**config.mk**
```make
export PLATFORM = sky130hd
export DESIGN_NAME = pc_next_unit
export DESIGN_NICKNAME = d
export VERILOG_FILES = /design/src/rtl/pc_next_pkg.sv /design/src/rtl/pcnu_zero_detect.sv /design/src/rtl/pcnu_target_calc.sv /design/src/rtl/pcnu_next_sel.sv /design/src/rtl/pc_next_unit.sv
export SDC_FILE = /design/constraint.sdc
export NUM_CORES = 1
export LEC_CHECK = 0
export ABC_AREA = 0
export ABC_CLOCK_PERIOD_IN_PS = 4350
export BUFFER_PORTS_ARGS = -buffer_cell sky130_fd_sc_hd__buf_4
export CORE_ASPECT_RATIO = 1.4
export CORE_MARGIN = 8
export CORE_UTILIZATION = 45
export CTS_BUF_LIST = sky130_fd_sc_hd__clkbuf_2
export CTS_CLUSTER_SIZE = 20
export DETAILED_ROUTE_END_ITERATION = 16
export PLACE_DENSITY = 0.73
export RECOVER_POWER = 50
export SYNTH_ARGS = -nofsm -noshare
export SYNTH_HDL_FRONTEND = slang
export SYNTH_SLANG_ARGS = --single-unit
```
**constraint.sdc**
```tcl
create_clock -name clk -period 4.35 [get_ports clk]
set_input_delay 0.435 -clock clk [delete_from_list [all_inputs] [get_ports clk]]
set_output_delay 0.435 -clock clk [all_outputs]
set_load 0.01 [all_outputs]
```
**src/rtl/pc_next_pkg.sv**
```systemverilog
package pc_next_pkg;

  // Which candidate the counter loads on the next edge
  typedef enum logic [1:0] {
    SRC_SEQ = 2'd0,
    SRC_BR  = 2'd1,
    SRC_JMP = 2'd2
  } pc_src_e;

endpackage

```
**src/rtl/pcnu_zero_detect.sv**
```systemverilog
module pcnu_zero_detect #(
  parameter int DATA_W = 32
) (
  input  logic [DATA_W-1:0] value,
  output logic              is_zero
);

  // equality means every bit of the difference is clear
  always_comb begin
    is_zero = ~(|value);
  end

endmodule

```
**src/rtl/pcnu_target_calc.sv**
```systemverilog
module pcnu_target_calc #(
  parameter int ADDR_W  = 32,
  parameter int JFIELD_W = 26
) (
  input  logic [ADDR_W-1:0]   pc_cur,
  input  logic [ADDR_W-1:0]   imm_ext,
  input  logic [JFIELD_W-1:0] jaddr,
  output logic [ADDR_W-1:0]   seq_addr,
  output logic [ADDR_W-1:0]   br_addr,
  output logic [ADDR_W-1:0]   jmp_addr
);

  localparam int UP_W = ADDR_W - JFIELD_W - 2;
  localparam logic [ADDR_W-1:0] STEP = ADDR_W'(4);

  logic [ADDR_W-1:0] off_scaled;

  always_comb begin
    seq_addr   = pc_cur + STEP;
    off_scaled = imm_ext << 2;
    br_addr    = seq_addr + off_scaled;
  end

  // Upper region bits exist only when the field does not fill the address
  generate
    if (UP_W > 0) begin : g_region
      always_comb jmp_addr = {seq_addr[ADDR_W-1 -: UP_W], jaddr, 2'b00};
    end else begin : g_flat
      always_comb jmp_addr = ADDR_W'({jaddr, 2'b00});
    end
  endgenerate

endmodule

```
**src/rtl/pcnu_next_sel.sv**
```systemverilog
module pcnu_next_sel
  import pc_next_pkg::*;
#(
  parameter int ADDR_W = 32
) (
  input  logic              br_en,
  input  logic              jmp_en,
  input  logic              is_zero,
  input  logic [ADDR_W-1:0] seq_addr,
  input  logic [ADDR_W-1:0] br_addr,
  input  logic [ADDR_W-1:0] jmp_addr,
  output pc_src_e           src,
  output logic [ADDR_W-1:0] next_addr
);

  // Jump first, then taken branch, else sequential
  always_comb begin
    if (jmp_en)                 src = SRC_JMP;
    else if (br_en && is_zero)  src = SRC_BR;
    else                        src = SRC_SEQ;
  end

  always_comb begin
    unique case (src)
      SRC_JMP: next_addr = jmp_addr;
      SRC_BR:  next_addr = br_addr;
      default: next_addr = seq_addr;
    endcase
  end

endmodule

```
**src/rtl/pc_next_unit.sv**
```systemverilog
module pc_next_unit
  import pc_next_pkg::*;
#(
  parameter int               ADDR_W     = 32,
  parameter int               JFIELD_W   = 26,
  parameter logic [ADDR_W-1:0] RESET_ADDR = '0
) (
  input  logic                clk,
  input  logic                rst,
  input  logic                br_en,
  input  logic                jmp_en,
  input  logic [ADDR_W-1:0]   alu_res,
  input  logic [ADDR_W-1:0]   imm_ext,
  input  logic [JFIELD_W-1:0] jaddr,
  output logic [ADDR_W-1:0]   pc
);

  localparam int UP_W = ADDR_W - JFIELD_W - 2;
  localparam logic [ADDR_W-1:0] STEP = ADDR_W'(4);

  logic [ADDR_W-1:0] pc_q;
  logic [ADDR_W-1:0] seq_addr, br_addr, jmp_addr, next_addr;
  logic              is_zero;
  pc_src_e           src;

  pcnu_zero_detect #(.DATA_W(ADDR_W)) u_zero (
    .value   (alu_res),
    .is_zero (is_zero)
  );

  pcnu_target_calc #(.ADDR_W(ADDR_W), .JFIELD_W(JFIELD_W)) u_tgt (
    .pc_cur   (pc_q),
    .imm_ext  (imm_ext),
    .jaddr    (jaddr),
    .seq_addr (seq_addr),
    .br_addr  (br_addr),
    .jmp_addr (jmp_addr)
  );

  pcnu_next_sel #(.ADDR_W(ADDR_W)) u_sel (
    .br_en     (br_en),
    .jmp_en    (jmp_en),
    .is_zero   (is_zero),
    .seq_addr  (seq_addr),
    .br_addr   (br_addr),
    .jmp_addr  (jmp_addr),
    .src       (src),
    .next_addr (next_addr)
  );

  always_ff @(posedge clk) begin
    if (rst) pc_q <= RESET_ADDR;
    else     pc_q <= next_addr;
  end

  assign pc = pc_q;

  // Assertions next to the counter register
  p_reset_load_r1: assert property (@(posedge clk)
    rst |=> pc == RESET_ADDR);

  // no branch flag means a plain step (R10 wrap is modular)
  p_seq_step_r2: assert property (@(posedge clk) disable iff (rst)
    (!jmp_en && !br_en) |=> pc == $past(pc) + STEP);

  p_taken_r4: assert property (@(posedge clk) disable iff (rst)
    (!jmp_en && br_en && alu_res == '0) |=>
      pc == $past(pc) + STEP + ($past(imm_ext) << 2));

  p_not_taken_r5: assert property (@(posedge clk) disable iff (rst)
    (!jmp_en && br_en && alu_res != '0) |=> pc == $past(pc) + STEP);

  p_jump_field_r7: assert property (@(posedge clk) disable iff (rst)
    jmp_en |=> pc[JFIELD_W+1:2] == $past(jaddr));

  generate
    if (UP_W > 0) begin : g_chk_region
      p_jump_region_r7: assert property (@(posedge clk) disable iff (rst)
        jmp_en |=> pc[ADDR_W-1 -: UP_W] == $past(seq_addr[ADDR_W-1 -: UP_W]));
    end
  endgenerate

  p_jump_wins_r8: assert property (@(posedge clk) disable iff (rst)
    (jmp_en && br_en && alu_res == '0) |=> pc[JFIELD_W+1:2] == $past(jaddr));

  p_aligned_r9: assert property (@(posedge clk) disable iff (rst)
    pc[1:0] == 2'b00);

endmodule

```
==> qor.csv <==
stage,metric,value,unit
run_status,run status,"complete, no violations",
min_path,hold depth,3,
synthesis,ys async rst share,0,
setup_path,"Largest stage delay, worst path",0.45,ns
cells_and_area,Final #Nets,724,
synthesis,Cells after Synth,477,
clocking,Resize count post-CTS,0,
routing,drt first-iter violations,175,
synthesis,netlist area before placement,3530,sq um
synthesis,post-synthesis adder-cell area fraction,0.133,
routing,drt drc,0,
cells_and_area,Area growth syn-to-layout,26.9,%
synthesis,mux cell area share after synthesis,0.0258,
sta,Setup Total Neg Slack,0,ns
floorplanning,DIE AREA,11000,sq um
synthesis,main combinational cell family by area after synthesis,simple AND/OR/NAND/NOR gates,
synthesis,Synth cell types,58,
clocking,Post-CTS Setup Bufs,0,
clocking,# clock sinks,30,
routing,antenna-violating nets left,0,
setup_path,CP Data Required Time,4.63,ns
setup_path,reg-to-reg critical path startpoint,pc[2]$_SDFF_PP0_,
synthesis,Post-Synth Simple-Gate Area,0.255,
floorplanning,Core ar.,7700,sq um
synthesis,Yosys reg bits,30,
routing,Post-Route WL,12300,um
synthesis,Synth warnings,0,
sta,Tmin final,3.93,ns
cells_and_area,multi-input logic area,2800,sq um
placed_design,Final GP Congestion,0.956,
routing,DRT Pass-1 Iters,7,
floorplanning,Die Ht,121,um
floorplanning,# IOs,126,
synthesis,compound-gate portion of the synthesized area,0.252,
clocking,H-tree levels,2,
min_path,Hold Crit Start,jaddr[4],
setup_path,crit path DAT,4.21,ns
setup_path,nature of the critical path startpoint,flop,
setup_path,R2R Path End,pc[31]$_SDFF_PP0_,
routing,vias after detailed routing,3959,
sta,hold_ws,0.283,ns
clocking,CTS tree,built,
global_route,vias in the first global route,4107,
synthesis,number of flops mapped to enable cells by yosys,0,
setup_path,r2r setup slk,0.42,ns
pwr,P_leak,2.05,nW
setup_path,Crit. End Element,flop,
sta,Max Clock Freq,0.254,GHz
setup_path,CP max-delay cell,dfxtp_1,
setup_path,WS Path Type,reg -> reg,
cells_and_area,Register Area,601,sq um
sta,clk_skew,0.0126,ns
pwr,Worst IR Drop VDD,0.144,mV
sta,Worst slew margin,0.360,
min_path,worst hold path class,in -> reg,
routing,Vias/cell,5.71,
global_route,largest net degree at the start of global routing,39,
sta,# setup viols final,0,
setup_path,critical path buffer and inverter count,2,
global_route,initial antenna violation count,0,
clocking,"Hold-fix buffers, CTS",0,
cells_and_area,share of cells above drive strength 1,0.197,
cells_and_area,fill cell count,757,
sta,Slew @ Worst Pin,0.959,ns
cells_and_area,max reg flops,30,
routing,Avg WL per Cell,17.7,um
setup_path,Crit path max-delay family,compound AO/OA/AOI/OAI gates,
placed_design,DP Area,4540,sq um
sta,RSZ-0062 raised after global routing,no,
global_route,total gr overflow,0,
sta,period utilization,0.904,
job,MaxCap Viol Count,0,
placed_design,dpl hpwl,9840,um
clocking,Root Buffer,clkbuf_2,
floorplanning,starting density of the core,0.459,
setup_path,crit-path max FO,6,
setup_path,worst-path cell chain,"ha_1, nand4_1, nor2_1, buf_4, nand4_1, xnor2_1, ha_1, and4_1, nand3_1, a21oi_1, o31ai_1, buf_4, o211ai_1, o2111ai_1, a21oi_1, mux2i_1, mux2_2",
synthesis,post-synthesis sequential area ratio,0.170,
pwr,Power Density,200,nW/um^2
synthesis,syn_area_per_cell,7.41,sq um
sta,Final Slew Violations,0,
clocking,Num CTS Buffers,5,
global_route,GR Util All Layers,0.216,
setup_path,R2R depth,17,
synthesis,Synth Area in XOR/XNOR,0.121,
cells_and_area,design area,4480,sq um
cells_and_area,ant diodes,0,
min_path,"Endpoint, Worst Hold",pc[6]$_SDFF_PP0_,
global_route,global-route wire length before repair,19600,um
synthesis,"Top FF cell, synth",dfxtp_1,
sta,Final Hold Viols,0,
clocking,clk buf depth,2,
clocking,Clock Latency Late Sink,0.37,ns
clocking,"CTS clk-pin slew, worst paths",0.18,ns
floorplanning,chip width,90.9,um
floorplanning,FP Rows,38,
placed_design,IO buf count,121,
[logic make-up (layout without fill, tap and decap cells)]
family | after synthesis | in the layout
buffers and inverters | 35 | 150
xor gates and xnor gates | 49 | 49
and+or+nand+nor | 174 | 174
adders and majority gates | 37 | 37
other | 1 | 2
DFF | 30 | 30
AOI/OAI and AO/OA | 142 | 142
muxes | 9 | 9
[worst min-delay path: stages]
cell and delay, ns:
buf_4 0.08, mux2i_1 0.05, nor2_1 0.07
[through the flow]
step                 util  cells  total power [W]  setup slack [ns]
floorplan               -    478         0.000556             0.920
global placement    0.589    686         0.000700             0.577
detailed placement  0.589    686         0.000705             0.488
CTS                 0.597    693         0.000911             0.434
global route        0.582    693         0.000955             0.110
finish              0.582    693         0.000895             0.417
[report_power, final]
group          total [W]  internal, W  switching [W]
clock network   0.000202    0.0000926       0.000109
registers       0.000312     0.000291      0.0000215
logic           0.000381     0.000179       0.000202
[Yosys cell counts (5+ instances only)]
master | count | share of area
o21ai_0 | 32 | 0.045
inv_1 | 16 | 0.017
dfxtp_1 | 30 | 0.17
nor2_1 | 54 | 0.057
nor2b_1 | 5 | 0.0089
clkbuf_1 | 14 | 0.015
xnor2_1 | 33 | 0.082
xor2_1 | 16 | 0.040
ha_1 | 36 | 0.13
nor4_1 | 11 | 0.019
nand3_1 | 16 | 0.023
nand4_1 | 7 | 0.012
a211oi_1 | 11 | 0.023
a21o_1 | 18 | 0.038
mux2i_1 | 8 | 0.023
a21oi_1 | 51 | 0.072
nand2_1 | 45 | 0.048
and3_1 | 6 | 0.011
[routing by layer]
metal / routed length [um] / GRT usage / share of wire / vias to the layer above
met3: 765 / 0.0490 / 0.062 / 22
met2: 6580 / 0.422 / 0.54 / 142
met5: 0 / 0 / 0 / -
met4: 293 / 0.0761 / 0.024 / 0
li1: - / - / - / 1972
met1: 4630 / 0.217 / 0.38 / 1823
[area by class of cell]
type                    instances  share of cell area
repair buffers                127               0.188
inverters                      16              0.0134
well taps                     100              0.0279
flip-flops and latches         30               0.134
multi-input cells             413               0.624
clock buffers                   5             0.00558
clock inverters                 2             0.00754
[worst max path at each step]
stage,startpoint,endpoint,slack [ns],cells past startpoint
floorplan,pc[2]$_SDFF_PP0_,pc[31]$_SDFF_PP0_,0.92,15
global placement,pc[2]$_SDFF_PP0_,pc[31]$_SDFF_PP0_,0.58,17
detailed placement,pc[2]$_SDFF_PP0_,pc[31]$_SDFF_PP0_,0.49,17
CTS,pc[2]$_SDFF_PP0_,pc[31]$_SDFF_PP0_,0.43,17
global route,pc[2]$_SDFF_PP0_,pc[31]$_SDFF_PP0_,0.11,17
finish,pc[2]$_SDFF_PP0_,pc[31]$_SDFF_PP0_,0.42,17
[cell usage in the layout (no fill, tap or decap), types with 10 or more instances in the layout]
| cell type | n |
|---|---|
| xor2_1 | 16 |
| clkbuf_1 | 30 |
| buf_4 | 97 |
| nor2_1 | 54 |
| nor4_1 | 10 |
| nand3_1 | 16 |
| a211oi_1 | 11 |
| nand2_1 | 45 |
| dfxtp_1 | 30 |
| ha_1 | 36 |
| a21o_1 | 18 |
| a21oi_1 | 51 |
| xnor2_1 | 33 |
| inv_1 | 16 |
| o21ai_0 | 32 |
Note: power is estimated with default switching activity, not from simulation.
